[config.mk]
export PLATFORM = sky130hd
export DESIGN_NAME = sigRounder
export DESIGN_NICKNAME = d
export VERILOG_FILES = /design/src/rtl/rndPkg.sv /design/src/rtl/rndCtrl.sv /design/src/rtl/rndData.sv /design/src/rtl/sigRounder.sv
export SDC_FILE = /design/constraint.sdc
export NUM_CORES = 1
export LEC_CHECK = 0
export BUFFER_PORTS_ARGS = -buffer_cell sky130_fd_sc_hd__buf_4
export CAP_MARGIN = 20
export CORE_ASPECT_RATIO = 0.8
export CORE_MARGIN = 1.5
export CORE_UTILIZATION = 51
export CTS_CLUSTER_DIAMETER = 40
export DETAILED_ROUTE_END_ITERATION = 8
export GPL_TIMING_DRIVEN = 0
export PLACE_DENSITY_LB_ADDON = 0.1
export SKIP_CTS_REPAIR_TIMING = 1
export SYNTH_ARGS = -nofsm -noshare
export SYNTH_HDL_FRONTEND = slang
export SYNTH_SLANG_ARGS = --single-unit
[constraint.sdc]
create_clock -name clk -period 8.3 [get_ports clk]
set_input_delay 0 -clock clk [delete_from_list [all_inputs] [get_ports clk]]
set_output_delay 0 -clock clk [all_outputs]
set_load 0.01 [all_outputs]
[src/rtl/rndPkg.sv]
package rndPkg;

  // Rounding direction encoding seen on inMode
  typedef enum logic [1:0] {
    RM_NEAREST = 2'b00,
    RM_TO_ZERO = 2'b01,
    RM_DOWN    = 2'b10,
    RM_UP      = 2'b11
  } roundMode_e;

  // Strobes from the control decision to the datapath
  typedef struct packed {
    logic bump;   // apply +1 at the kept LSB
    logic lossy;  // some discarded bit was nonzero
  } rndStrobes_t;

endpackage

[src/rtl/rndCtrl.sv]
module rndCtrl
  import rndPkg::*;
(
  input  logic [1:0]  capMode,
  input  logic        capSign,
  input  logic        capGuard,
  input  logic        capRound,
  input  logic        capSticky,
  input  logic        capLsb,
  output rndStrobes_t strobes
);

  roundMode_e modeSel;
  logic       lossy;
  logic       bump;

  assign modeSel = roundMode_e'(capMode);
  assign lossy   = capGuard | capRound | capSticky;

  always_comb begin
    bump = 1'b0;
    unique case (modeSel)
      RM_NEAREST: bump = capGuard & (capRound | capSticky | capLsb);
      RM_TO_ZERO: bump = 1'b0;
      RM_DOWN:    bump = lossy & capSign;
      RM_UP:      bump = lossy & ~capSign;
      default:    bump = 1'b0;
    endcase
  end

  assign strobes.bump  = bump;
  assign strobes.lossy = lossy;

endmodule

[src/rtl/rndData.sv]
module rndData
  import rndPkg::*;
#(
  parameter int SIG_W = 24
) (
  input  logic             clk,
  input  logic             rstN,
  input  logic             inValid,
  input  logic             inSign,
  input  logic [SIG_W+1:0] inSig,
  input  logic             inSticky,
  input  logic [1:0]       inMode,
  input  rndStrobes_t      strobes,
  output logic [1:0]       capMode,
  output logic             capSign,
  output logic             capGuard,
  output logic             capRound,
  output logic             capSticky,
  output logic             capLsb,
  output logic             outValid,
  output logic [SIG_W:0]   sigOut,
  output logic             inexact,
  output logic             roundedUp
);

  localparam int IN_W = SIG_W + 2;

  logic             validQ;
  logic             signQ;
  logic [1:0]       modeQ;
  logic [IN_W-1:0]  sigQ;
  logic             stickyQ;
  logic [SIG_W-1:0] kept;
  logic [SIG_W:0]   carry;
  logic [SIG_W:0]   sum;

  always_ff @(posedge clk or negedge rstN) begin
    if (!rstN) begin
      validQ  <= 1'b0;
      signQ   <= 1'b0;
      modeQ   <= 2'b00;
      sigQ    <= '0;
      stickyQ <= 1'b0;
    end else begin
      validQ <= inValid;
      if (inValid) begin
        signQ   <= inSign;
        modeQ   <= inMode;
        sigQ    <= inSig;
        stickyQ <= inSticky;
      end
    end
  end

  // Drop guard and round
  assign kept = sigQ[IN_W-1:2];

  // Ripple incrementer; the final carry becomes the 2.0 bit
  assign carry[0] = strobes.bump;
  for (genvar i = 0; i < SIG_W; i++) begin : g_inc
    assign sum[i]     = kept[i] ^ carry[i];
    assign carry[i+1] = kept[i] & carry[i];
  end
  assign sum[SIG_W] = carry[SIG_W];

  assign capMode   = modeQ;
  assign capSign   = signQ;
  assign capGuard  = sigQ[1];
  assign capRound  = sigQ[0];
  assign capSticky = stickyQ;
  assign capLsb    = sigQ[2];

  assign outValid  = validQ;
  assign sigOut    = sum;
  assign inexact   = strobes.lossy;
  assign roundedUp = strobes.bump;

endmodule

[src/rtl/sigRounder.sv]
module sigRounder
  import rndPkg::*;
#(
  parameter int SIG_W = 24
) (
  input  logic             clk,
  input  logic             rstN,
  input  logic             inValid,
  input  logic             inSign,
  input  logic [SIG_W+1:0] inSig,
  input  logic             inSticky,
  input  logic [1:0]       inMode,
  output logic             outValid,
  output logic [SIG_W:0]   sigOut,
  output logic             inexact,
  output logic             roundedUp
);

  rndStrobes_t strobes;
  logic [1:0]  capMode;
  logic        capSign;
  logic        capGuard;
  logic        capRound;
  logic        capSticky;
  logic        capLsb;

  rndData #(.SIG_W(SIG_W)) u_data (
    .clk       (clk),
    .rstN      (rstN),
    .inValid   (inValid),
    .inSign    (inSign),
    .inSig     (inSig),
    .inSticky  (inSticky),
    .inMode    (inMode),
    .strobes   (strobes),
    .capMode   (capMode),
    .capSign   (capSign),
    .capGuard  (capGuard),
    .capRound  (capRound),
    .capSticky (capSticky),
    .capLsb    (capLsb),
    .outValid  (outValid),
    .sigOut    (sigOut),
    .inexact   (inexact),
    .roundedUp (roundedUp)
  );

  rndCtrl u_ctrl (
    .capMode   (capMode),
    .capSign   (capSign),
    .capGuard  (capGuard),
    .capRound  (capRound),
    .capSticky (capSticky),
    .capLsb    (capLsb),
    .strobes   (strobes)
  );

endmodule

==> results.yml <==
flow_run:
  drv_cap: 0
logic_synthesis:
  yosysTopAreaCell: "dfrtp_1"
  synth_top_area_share_pct: 51.32
  synth_seq_cells: 31
  synth_nets: 150
  syn_inst: 93
  yosysSeqAreaShare_pct: 51.32
  synthDistinctLibCells: 10
  synthesis.area_um2: 1511
  avgSynthCellArea_um2: 16.25
  synth_area_leaders: "dfrtp_1 (51%), ha_1 (20%), mux2_2 (19%)"
  yosysWarnings: 0
drt:
  finalWirelength_um: 3413
  wire_per_inst_um: 14.84
  avgViaCountPerCell: 4.796
  dr.pass1.iters: 3
  drc: 0
  initialDrtViolationCount: 18
  antenna_left: 0
  num_vias: 1103
pwr:
  p_leak_uw: 0.001224
  peakVddDrop_mv: 0.1299
  powerDensity_nw_per_um2: 161.0
sta:
  setup_viol: 0
  hold_viol: 0
  slew_viol_final: 0
  min_period_ps: 5804
  fin_setup_tns_ps: 0
  worstMarginPinSlew_ps: 381.9
  max_slew_margin_pct: 74.54
  fin_skew_ps: 0
  rsz0062_at_grt: "false"
  fmax_mhz: 172.3
  post-route-period-util_pct: 69.93
die:
  coreArea_um2: 2786
  die_w_um: 63.87
  start_util_pct: 54.24
  dieArea_um2: 3301
  dieHeight_um: 51.69
  row_count: 17
  boundaryPins: 61
placement:
  port_buffers: 60
  gp_congestion: 0.6767
  place_inst: 191
  hpwlAfterDp_um: 2243
hold_path:
  min_path_type: "in -> async"
grt:
  grt_usage_pct: 19.40
  grt_max_degree: 32
  grt_first_pass_wirelength_um: 4692
  overflow: 0
  antenna_found_initial: 0
  grt_pass1_vias: 1040
clocking:
  cts_made_buffers: 5
  cts_tree: "done"
  clk_latency_ps: 270
  htree_levels: 2
  path_clk_slew_ps: 60
  clk_root_buffer_cell: "clkbuf_8"
  cts_buffer_depth: 2
  cts.sinks: 31
critical_path:
  critPathMaxFanout: 3
  cp_slowest_cell: "dfrtp_1"
  cp_slowest_stage_delay_ps: 390
  crit_path_start_kind: "register"
  worst-path-buf-inv: 1
  worst-r2r-setup-slack_ps: 7500
  cpMostUsedCell: "ha_1"
  cpLargestDelayFamily: "adder cells"
  crit_required_ps: 8300
  end_kind: "output pin"
  crit_type: "reg -> out"
  critPathArrivalTime_ps: 5800
outcome:
  status: "finished, final reports clean"
final_layout:
  nets: 249
  syn_to_final_growth_pct: 59.93
  n_antenna_cell: 0
  fin_cells: 230
  drive_gt1_share_pct: 52.60
-- path summary, 6_finish.rpt --
check | to | startpoint | cells past startpoint
worst min-delay path | u_data.sigQ[23]$_DFFE_PN0P_ | rstN | 2
worst max register to register | u_data.sigQ[2]$_DFFE_PN0P_ | u_data.sigQ[2]$_DFFE_PN0P_ | 1
min in group clk | u_data.outValid$_DFF_PN0_ | inValid | 2
worst max-delay path | sigOut[23] | u_data.sigQ[0]$_DFFE_PN0P_ | 27
max in group asynchronous | u_data.sigQ[12]$_DFFE_PN0P_ | rstN | 2
worst min register to register | u_data.sigQ[24]$_DFFE_PN0P_ | u_data.sigQ[24]$_DFFE_PN0P_ | 1
-- synth_stat cells --
master / number
or3_4: 1
mux2_2: 25
dfrtp_1: 31
mux2_4: 5
buf_6: 3
nor2b_1: 1
o31a_1: 1
o211a_1: 1
ha_1: 24
xnor2_1: 1
-- state kept, by name (all words and copies together), names as in the netlist --
name and count:
u_data.outValid 1, u_data.capSign 1, u_data.capMode 2, u_data.sigQ 26, u_data.capSticky 1
-- layout by cell type, fill, tap and decap left out --
| cell type | netlist | layout |
|---|---|---|
| buf_4 | 0 | 60 |
| buf_6 | 3 | 3 |
| clkbuf_8 | 0 | 6 |
| clkinv_2 | 0 | 1 |
| dfrtp_1 | 31 | 31 |
| dlygate4sd3_1 | 0 | 32 |
| ha_1 | 24 | 24 |
| mux2_2 | 25 | 25 |
| mux2_4 | 5 | 5 |
| nor2b_1 | 1 | 1 |
| o211a_1 | 1 | 1 |
| o31a_1 | 1 | 1 |
| or3_4 | 1 | 1 |
| xnor2_1 | 1 | 1 |
-- layout make-up --
class / count / area [um2]
flip-flops and latches: 31 / 775.7
repair buffers: 92 / 770.7
multi-input cells: 59 / 701.9
fillers: 135 / 369.1
clock buffers: 6 / 82.58
well taps: 38 / 47.55
plain buffers: 3 / 33.78
clock inverters: 1 / 5.005
-- power by group --
part	total, uW	switching [uW]	leakage, uW	internal (uW)
logic	96.4	35.5	0.000815	60.9
registers	176	9.68	0.000362	166
clock network	117	51.9	0.0000470	64.9
-- routing by layer --
metal / global-route usage (%) / vias to the layer above / routed length [um] / part of all wire, %
li1: - / 533 / - / -
met1: 21.51 / 521 / 1350 / 40
met2: 32.64 / 42 / 1813 / 53
met3: 6.710 / 7 / 191 / 5.6
met4: 11.59 / 0 / 58 / 1.7
met5: 0 / - / 0 / 0
-- cell families (layout without fill, tap and decap cells) --
kind of cell	count (synthesis)	in the layout	share of synthesized area (%)
buf+inv	3	102	2.235
fa+ha+maj	24	24	19.87
mux	30	30	23.59
simple gates	2	2	1.159
compound gates	2	2	1.242
flops	31	31	51.32
xor+xnor	1	1	0.5796
-- stage by stage --
stage               total power (uW)  area (um2)  utilization [%]  worst slack, ps  hold slack [ps]
floorplan                      219.5        1511                -             3100           -295.6
CTS                            379.7        2097            75.26             2502           -344.0
detailed placement             262.3        2009            72.12             2836           -46.48
global route                   406.8        2417            86.75             2236            221.8
global placement               257.4        2009            72.12             2852           -53.14
finish                         389.1        2417            86.75             2496            190.5
(Power assumes the default switching activity.)
